[src/rtl/cio_pkg.sv]
package cio_pkg;
  localparam int unsigned OFS_W = 8;

  localparam logic [OFS_W-1:0] OFS_MODE   = 8'h00;
  localparam logic [OFS_W-1:0] OFS_CDET   = 8'h04;
  localparam logic [OFS_W-1:0] OFS_STAT   = 8'h08;
  localparam logic [OFS_W-1:0] OFS_PWR    = 8'h0C;
  localparam logic [OFS_W-1:0] OFS_CTL    = 8'h10;
  localparam logic [OFS_W-1:0] OFS_IRAW   = 8'h14;
  localparam logic [OFS_W-1:0] OFS_IMSK   = 8'h18;
  localparam logic [OFS_W-1:0] OFS_ISTS   = 8'h1C;
  localparam logic [OFS_W-1:0] OFS_DIR    = 8'h20;
  localparam logic [OFS_W-1:0] OFS_LVL    = 8'h24;
  localparam logic [OFS_W-1:0] OFS_RDBK   = 8'h28;

  localparam int unsigned N_PLAIN = 7;
  localparam logic [OFS_W-1:0] PLAIN_OFS [N_PLAIN] =
    '{OFS_MODE, OFS_CDET, OFS_CTL, OFS_IRAW, OFS_IMSK, OFS_ISTS, OFS_RDBK};

  localparam int unsigned PWR_TRIG_BIT = 7;
  localparam logic [15:0] PWR_SET_MASK = 16'h8040;
  localparam logic [15:0] STAT_VALUE   = 16'h0002;
endpackage

[src/rtl/cio_plain_regs.sv]
module cio_plain_regs
  import cio_pkg::*;
#(
  parameter int unsigned DATA_W = 16,
  parameter int unsigned ADDR_W = 8
) (
  input  logic                            clk_i,
  input  logic                            rst_ni,
  input  logic                            wr_en_i,
  input  logic [ADDR_W-1:0]               addr_i,
  input  logic [DATA_W-1:0]               wd_i,
  output logic [N_PLAIN-1:0][DATA_W-1:0]  q_o
);
  for (genvar i = 0; i < N_PLAIN; i++) begin : g_reg
    logic hit;
    assign hit = wr_en_i && (addr_i == ADDR_W'(PLAIN_OFS[i]));
    always_ff @(posedge clk_i or negedge rst_ni) begin
      if (!rst_ni)  q_o[i] <= '0;
      else if (hit) q_o[i] <= wd_i;
    end
  end
endmodule

[src/rtl/cio_pwr_reg.sv]
module cio_pwr_reg
  import cio_pkg::*;
#(
  parameter int unsigned DATA_W = 16,
  parameter int unsigned ADDR_W = 8
) (
  input  logic              clk_i,
  input  logic              rst_ni,
  input  logic              wr_en_i,
  input  logic [ADDR_W-1:0] addr_i,
  input  logic [DATA_W-1:0] wd_i,
  output logic [DATA_W-1:0] q_o
);
  logic              hit;
  logic [DATA_W-1:0] wd_fx;

  assign hit   = wr_en_i && (addr_i == ADDR_W'(OFS_PWR));
  // trigger bit forces the extra enable bits on
  assign wd_fx = wd_i[PWR_TRIG_BIT] ? (wd_i | DATA_W'(PWR_SET_MASK)) : wd_i;

  always_ff @(posedge clk_i or negedge rst_ni) begin
    if (!rst_ni)  q_o <= '0;
    else if (hit) q_o <= wd_fx;
  end
endmodule

[src/rtl/cio_gpio_unit.sv]
module cio_gpio_unit #(
  parameter int unsigned N_GPIO = 16,
  parameter int unsigned LINE_W = 5
) (
  input  logic              clk_i,
  input  logic              rst_ni,
  input  logic              wr_dir_i,
  input  logic              wr_lvl_i,
  input  logic [N_GPIO-1:0] wd_i,
  input  logic              ext_vld_i,
  input  logic [LINE_W-1:0] ext_line_i,
  input  logic              ext_level_i,
  output logic [N_GPIO-1:0] dir_o,
  output logic [N_GPIO-1:0] lvl_o,
  output logic [N_GPIO-1:0] gpio_o,
  output logic [N_GPIO-1:0] chg_o
);
  logic [N_GPIO-1:0] dir_d, lvl_d, eff_d;
  logic              eval;

  assign dir_d = wr_dir_i ? wd_i : dir_o;
  assign eval  = wr_dir_i | wr_lvl_i;
  assign eff_d = lvl_d & dir_d;

  always_comb begin
    lvl_d = lvl_o;
    if (wr_lvl_i) begin
      lvl_d = wd_i & dir_o;
    end else if (ext_vld_i) begin
      for (int i = 0; i < N_GPIO; i++) begin
        if (ext_line_i == LINE_W'(i)) lvl_d[i] = ext_level_i;
      end
    end
  end

  always_ff @(posedge clk_i or negedge rst_ni) begin
    if (!rst_ni) begin
      dir_o  <= '0;
      lvl_o  <= '0;
      gpio_o <= '0;
      chg_o  <= '0;
    end else begin
      dir_o <= dir_d;
      lvl_o <= lvl_d;
      if (eval) begin
        gpio_o <= eff_d;
        chg_o  <= gpio_o ^ eff_d;
      end else begin
        chg_o  <= '0;
      end
    end
  end
endmodule

[src/rtl/cio_read_mux.sv]
module cio_read_mux
  import cio_pkg::*;
#(
  parameter int unsigned DATA_W = 16,
  parameter int unsigned ADDR_W = 8,
  parameter int unsigned N_GPIO = 16
) (
  input  logic [ADDR_W-1:0]              addr_i,
  input  logic [N_PLAIN-1:0][DATA_W-1:0] plain_i,
  input  logic [DATA_W-1:0]              pwr_i,
  input  logic [N_GPIO-1:0]              dir_i,
  input  logic [N_GPIO-1:0]              lvl_i,
  output logic [DATA_W-1:0]              rd_o
);
  always_comb begin
    rd_o = '0;
    for (int i = 0; i < N_PLAIN; i++) begin
      if (addr_i == ADDR_W'(PLAIN_OFS[i])) rd_o = plain_i[i];
    end
    if (addr_i == ADDR_W'(OFS_STAT)) rd_o = DATA_W'(STAT_VALUE);
    if (addr_i == ADDR_W'(OFS_PWR))  rd_o = pwr_i;
    if (addr_i == ADDR_W'(OFS_DIR))  rd_o = DATA_W'(dir_i);
    if (addr_i == ADDR_W'(OFS_LVL))  rd_o = DATA_W'(lvl_i);
  end
endmodule

[src/rtl/companion_io_regs.sv]
module companion_io_regs
  import cio_pkg::*;
#(
  parameter int unsigned DATA_W = 16,
  parameter int unsigned BUS_W  = 32,
  parameter int unsigned ADDR_W = 8,
  parameter int unsigned N_GPIO = 16,
  localparam int unsigned LINE_W = $clog2(N_GPIO) + 1
) (
  input  logic              clk_i,
  input  logic              rst_ni,
  input  logic              wr_en_i,
  input  logic [ADDR_W-1:0] addr_i,
  input  logic [BUS_W-1:0]  wr_data_i,
  output logic [DATA_W-1:0] rd_data_o,
  input  logic              ext_vld_i,
  input  logic [LINE_W-1:0] ext_line_i,
  input  logic              ext_level_i,
  output logic [N_GPIO-1:0] gpio_o,
  output logic [N_GPIO-1:0] gpio_chg_o
);
  logic [DATA_W-1:0]              wd;
  logic [N_PLAIN-1:0][DATA_W-1:0] plain_q;
  logic [DATA_W-1:0]              pwr_q;
  logic [N_GPIO-1:0]              dir_q, lvl_q;
  logic                           wr_dir, wr_lvl;

  assign wd     = wr_data_i[DATA_W-1:0];
  assign wr_dir = wr_en_i && (addr_i == ADDR_W'(OFS_DIR));
  assign wr_lvl = wr_en_i && (addr_i == ADDR_W'(OFS_LVL));

  cio_plain_regs #(.DATA_W(DATA_W), .ADDR_W(ADDR_W)) u_plain (
    .clk_i(clk_i), .rst_ni(rst_ni), .wr_en_i(wr_en_i), .addr_i(addr_i),
    .wd_i(wd), .q_o(plain_q)
  );

  cio_pwr_reg #(.DATA_W(DATA_W), .ADDR_W(ADDR_W)) u_pwr (
    .clk_i(clk_i), .rst_ni(rst_ni), .wr_en_i(wr_en_i), .addr_i(addr_i),
    .wd_i(wd), .q_o(pwr_q)
  );

  cio_gpio_unit #(.N_GPIO(N_GPIO), .LINE_W(LINE_W)) u_gpio (
    .clk_i(clk_i), .rst_ni(rst_ni), .wr_dir_i(wr_dir), .wr_lvl_i(wr_lvl),
    .wd_i(wd[N_GPIO-1:0]), .ext_vld_i(ext_vld_i), .ext_line_i(ext_line_i),
    .ext_level_i(ext_level_i), .dir_o(dir_q), .lvl_o(lvl_q),
    .gpio_o(gpio_o), .chg_o(gpio_chg_o)
  );

  cio_read_mux #(.DATA_W(DATA_W), .ADDR_W(ADDR_W), .N_GPIO(N_GPIO)) u_rd (
    .addr_i(addr_i), .plain_i(plain_q), .pwr_i(pwr_q), .dir_i(dir_q),
    .lvl_i(lvl_q), .rd_o(rd_data_o)
  );
endmodule

[config.mk]
export PLATFORM = sky130hd
export DESIGN_NAME = companion_io_regs
export DESIGN_NICKNAME = d
export VERILOG_FILES = /design/src/rtl/cio_pkg.sv /design/src/rtl/cio_plain_regs.sv /design/src/rtl/cio_pwr_reg.sv /design/src/rtl/cio_gpio_unit.sv /design/src/rtl/cio_read_mux.sv /design/src/rtl/companion_io_regs.sv
export SDC_FILE = /design/constraint.sdc
export NUM_CORES = 1
export LEC_CHECK = 0
export CORE_ASPECT_RATIO = 1.75
export CORE_UTILIZATION = 63
export DETAILED_ROUTE_END_ITERATION = 12
export HOLD_SLACK_MARGIN = 0.12
export PLACE_DENSITY_LB_ADDON = 0.2
export SLEW_MARGIN = 20
export SYNTH_ARGS = -nofsm -noshare
export SYNTH_HDL_FRONTEND = slang
export SYNTH_HIERARCHICAL = 1
export SYNTH_SLANG_ARGS = --single-unit
export TNS_END_PERCENT = 100
[constraint.sdc]
create_clock -name clk_i -period 5 [get_ports clk_i]
set_clock_uncertainty 0.1 [all_clocks]
set_input_delay 1 -clock clk_i [delete_from_list [all_inputs] [get_ports clk_i]]
set_output_delay 1 -clock clk_i [all_outputs]
set_load 0.01 [all_outputs]
; ---- After elaboration in Yosys (flattened, before gate mapping)
; Index checks and enable logic that the tools add are counted.
[op_classes]
order_cmp = 0
n_mux = 32
eq_ne = 25
div_mod_pow = 0
n_reduce_logical = 12
n_addsub = 0
shift = 0
bitwise_logic = 4
n_mul = 0
[op_table]
columns = op, count
row1 = $mux 16, 16
row2 = $eq 5x4->1 const B, 8
row3 = $and 16x16->16, 2
row4 = $eq 8x5->1 const B, 4
row5 = $eq 8x6->1 const B, 3
row6 = $eq 5x3->1 const B, 4
row7 = $eq 8x4->1 const B, 2
row8 = $mux 1, 16
row9 = $xor 16x16->16, 1
row10 = $eq 5x2->1 const B, 2
row11 = $logic_and 1x1->1, 10
row12 = $eq 8x3->1 const B, 1
row13 = $logic_not 8->1, 1
row14 = $eq 5x1->1 const B, 1
row15 = $logic_not 5->1, 1
row16 = $or 1x1->1, 1
[totals]
word_cells = 85
memories = 0
ff_bits = 192
mem_bits_ro = 0
output_inout_bits = 48
ram_bits = 0
latchBits = 0

; ---- Logic depth before layout (Yosys ltp)
[logic_depth]
depth_word = 12
depth_mapped = 9

; ---- Modules after synthesis
; The synthesis kept the hierarchy.
[modules_own_cells]
columns = module, n_inst, cells_per_inst, seq_area_each_um2, area_each_um2
row1 = cio_plain_regs, 1, 245, 2802.7, 4246.6
row2 = cio_gpio_unit, 1, 329, 1601.5, 3350.7
row3 = cio_read_mux, 1, 304, 0.0, 2073.2
row4 = cio_pwr_reg, 1, 41, 400.4, 679.4
row5 = companion_io_regs, 1, 5, 0.0, 33.8

; ---- Worst setup path before layout
; OpenSTA, ideal clock, no wires.
[synth_timing]
kind = input to output
start = input port addr_i[5]
end = output port rd_data_o[0]
stages = 6
n_path_buf = 2
required_ns = 3.900
slack_ns = 1.630
t_arrival_ns = 2.270
path_cell_list = buf_6 or4b_4 buf_2 a211oi_1 a211oi_1 o221ai_1
[synth_via]
elab_chain_len = 12
word_cells_on_any_way = 22
[synth_rtl]
columns = item, line
row1 = from (decl), companion_io_regs.sv:13  ; input logic [ADDR_W-1:0] addr_i,
row2 = $logic_not 8->1, cio_read_mux.sv:18  ; if (addr_i == ADDR_W'(PLAIN_OFS[i])) rd_o = plain_i[i];
row3 = $mux 16 (7 in a row), cio_read_mux.sv:18
row4 = $mux 16, cio_read_mux.sv:20  ; if (addr_i == ADDR_W'(OFS_STAT)) rd_o = DATA_W'(STAT_VALUE);
row5 = $mux 16, cio_read_mux.sv:21  ; if (addr_i == ADDR_W'(OFS_PWR)) rd_o = pwr_i;
row6 = $mux 16, cio_read_mux.sv:22  ; if (addr_i == ADDR_W'(OFS_DIR)) rd_o = DATA_W'(dir_i);
row7 = $mux 16 (*), cio_read_mux.sv:23  ; if (addr_i == ADDR_W'(OFS_LVL)) rd_o = DATA_W'(lvl_i);
row8 = to (decl), companion_io_regs.sv:15  ; output logic [DATA_W-1:0] rd_data_o,
; Mark *: on every way between the ends. The rest lies on a longest branch, timed or not.

; ---- Final worst setup path
[layout_timing]
start = input port addr_i[6]
end = output port rd_data_o[10]
; Same word-level chain as after synthesis.

==> reports/metrics.cfg <==
[placement]
placed_area_sq_um=11400
hpwl_um=18200
gp_congestion=0.898
portBuffers=81

[clocking]
cts_buffers=17
post_cts_buffers=0
clockBufferDepth=2
clk_latency_ns=0.44
cts_resized=0
cts-htree-levels=4
cts_tree=yes
ctsRootBufferMaster=clkbuf_16
ctsHoldBuffers=0
path_clk_slew_ns=0.07
cts_num_sinks=192

[cells_and_area]
drive_gt1_share_pct=24.5
nets=1042
antenna_cells=0
final.fill_count=1081
area_growth_pct=15.7
design_area_sq_um=12000

[sta]
timing.final.crit_period_ns=4.88
totalNegativeSetupSlack_ns=0
fmax_mhz=205
worstMarginPinSlew_ns=1.06
drv_slew=0
finalHoldViolCount=0
period_share_pct=97.6
rsz0062_at_grt=false
setup_viol=0
max_slew_margin_pct=29.7

[yosys]
synth_area_leaders=dfrtp_1, mux2_2, mux2i_1, a211oi_1, buf_2
synthCells=924
async_reset_ff_share_pct=100
synth_largest_area_cell=dfrtp_1
yosysTopAreaCellShare_pct=46.3
synth_nets=974
synth-edff-count=0
ys_types=76
syn_area_per_cell_sq_um=11.2
yosys_register_bits=192
yosysSeqAreaShare_pct=46.3
synth_flop_cell=dfrtp_1
ys_warn_count=6
netlist_area_sq_um=10400

[global_route]
antenna_found_initial=0
groute.usage.overall_pct=34.1
overflow=0
grt_pass1_wl_um=43900
grt_max_degree=96
grt_pass1_vias=8090

[worst_setup_path]
cp-startpoint=addr_i[6]
worst_r2r_endpoint=u_gpio/chg_o[2]
timing.reg2reg.setup_slack_ns=3.39
critPathLaunchType=input port
r2r-start=u_gpio/dir_o[2]
worst-endpoint-required_ns=3.90
critical_path_class=input port to output pin
path_max_fanout=10
cp.arrival_ns=3.78
cp-end-kind=output pin
reg2regPathDepth=5
crit_path_end=rd_data_o[10]

[floorplan]
io_pins=98
fp.dieW_um=99.1
die_area_sq_um=17000
die_y_um=172
core_sq_um=16000
start_util_pct=64.8
row_count=61

[routing]
wl_um=28100
wl_per_cell_um=23.5
dr.pass1.iters=6
initialDrtViolationCount=685
drc=0
ant_nets=0
via_per_inst=6.87
vias=8200

[flow_run]
cap_violations=0

[worst_hold_path]
hold_path_class=flop to flop

[power]
p_per_area_nw_per_um2=293
ir_drop_mv=0.255
leakage_uw=0.00535

[outcome]
status=finished, final reports clean

-- per-stage QoR --
step	hold WS [ns]	worst slack, ns	total power, uW	utilization [%]	instances
after CTS	0.403	0.193	3520	74.9	1194
after global routing	0.409	0.0583	3630	74.9	1194
after detailed placement	0.388	0.192	2110	71.0	1162
after global placement	0.381	0.218	2090	71.0	1162
final	0.405	0.121	3510	74.9	1194
after floorplan	0.370	1.63	1930	-	924
-- area by class of cell --
class                   instances  area, sq um  area share [%]
clock buffers                  17          425            3.54
clock inverters                15          191            1.59
inverters                      34          128            1.06
multi-input cells             633         5140            42.8
flip-flops and latches        192         4800            40.0
well taps                     189          236            1.97
repair buffers                114         1080            9.03
-- synthesized netlist by cell type (all sizes together), types with 5 or more instances --
library cell / count
a211oi: 32
a21boi: 6
a21oi: 36
a221o: 5
a22o: 6
a22oi: 8
a31oi: 19
and3: 9
buf: 47
clkbuf: 18
dfrtp: 192
inv: 34
mux2: 151
mux2i: 40
nand2: 47
nand2b: 11
nand3: 20
nand3b: 13
nand4b: 13
nor2: 35
nor2b: 6
nor3: 11
nor4: 5
o2111ai: 11
o211ai: 9
o21ai: 31
o21bai: 7
o221ai: 10
o22ai: 6
o2bb2ai: 18
or3: 5
or4b: 6
xnor2: 8
-- per-layer routing --
layer | vias to the layer above | track usage [%] | routed length, um
li1 | 3612 | - | -
met1 | 4100 | 41.1 | 10400
met2 | 399 | 59.0 | 14500
met3 | 89 | 5.49 | 1980
met4 | 0 | 17.3 | 1210
met5 | - | 0 | 0
-- where the power goes --
part	internal (uW)	leakage [uW]	switching, uW	total (uW)
Combinational	168	0.00242	235	403
Sequential	1630	0.00262	51.3	1690
Clock	765	0.000302	661	1430
-- worst max-delay path, stage by stage --
cell and delay [ns]:
clkdlybuf4s50_1 0.61, nor4_1 0.53, and3_1 0.52, buf_4 0.28, nand2_1 0.10, o221ai_1 0.13
clkdlybuf4s50_1 0.60
-- state kept, by name (all words and copies together), names as in the netlist --
signal	flops
u_plain/q_o	112
u_pwr/q_o	16
u_gpio/chg_o	16
u_gpio/lvl_o	16
u_gpio/gpio_o	16
u_gpio/dir_o	16
-- placed cells by master, fill, tap and decap left out, drive strengths merged, types with 4 or more instances in the layout --
cell / instances
a211oi: 32
a21boi: 6
a21oi: 36
a221o: 5
a221oi: 4
a22o: 6
a22oi: 8
a2bb2oi: 4
a31oi: 19
and3: 9
buf: 34
clkbuf: 18
clkdlybuf4s50: 79
clkinv: 4
dfrtp: 192
inv: 42
mux2: 151
mux2i: 40
nand2: 47
nand2b: 11
nand3: 20
nand3b: 13
nand4b: 13
nor2: 35
nor2b: 6
nor3: 11
nor4: 5
o2111ai: 11
o211ai: 9
o21ai: 31
o21bai: 7
o221ai: 10
o22ai: 6
o2bb2ai: 18
or3: 5
or4b: 6
xnor2: 8
-- worst min path at each step --
stage | start | end | slack (ns) | cells after the start
floorplan | u_plain/q_o[1] | u_plain/q_o[1] | 0.37 | 1
global placement | u_plain/q_o[87] | u_plain/q_o[87] | 0.38 | 1
detailed placement | u_plain/q_o[102] | u_plain/q_o[102] | 0.39 | 1
CTS | u_plain/q_o[61] | u_plain/q_o[61] | 0.40 | 1
global route | u_plain/q_o[109] | u_plain/q_o[109] | 0.41 | 1
finish | u_plain/q_o[12] | u_plain/q_o[12] | 0.40 | 1
-- cells by family after synthesis --
kind of cell | count (synthesis) | share of synthesized area [%]
DFF | 192 | 46.3
buffers and inverters | 99 | 4.49
muxes | 191 | 20.5
and+or+nand+nor | 206 | 12.2
AOI/OAI and AO/OA | 228 | 15.8
xor gates and xnor gates | 8 | 0.675
Note: power is estimated with default switching activity, not from simulation.
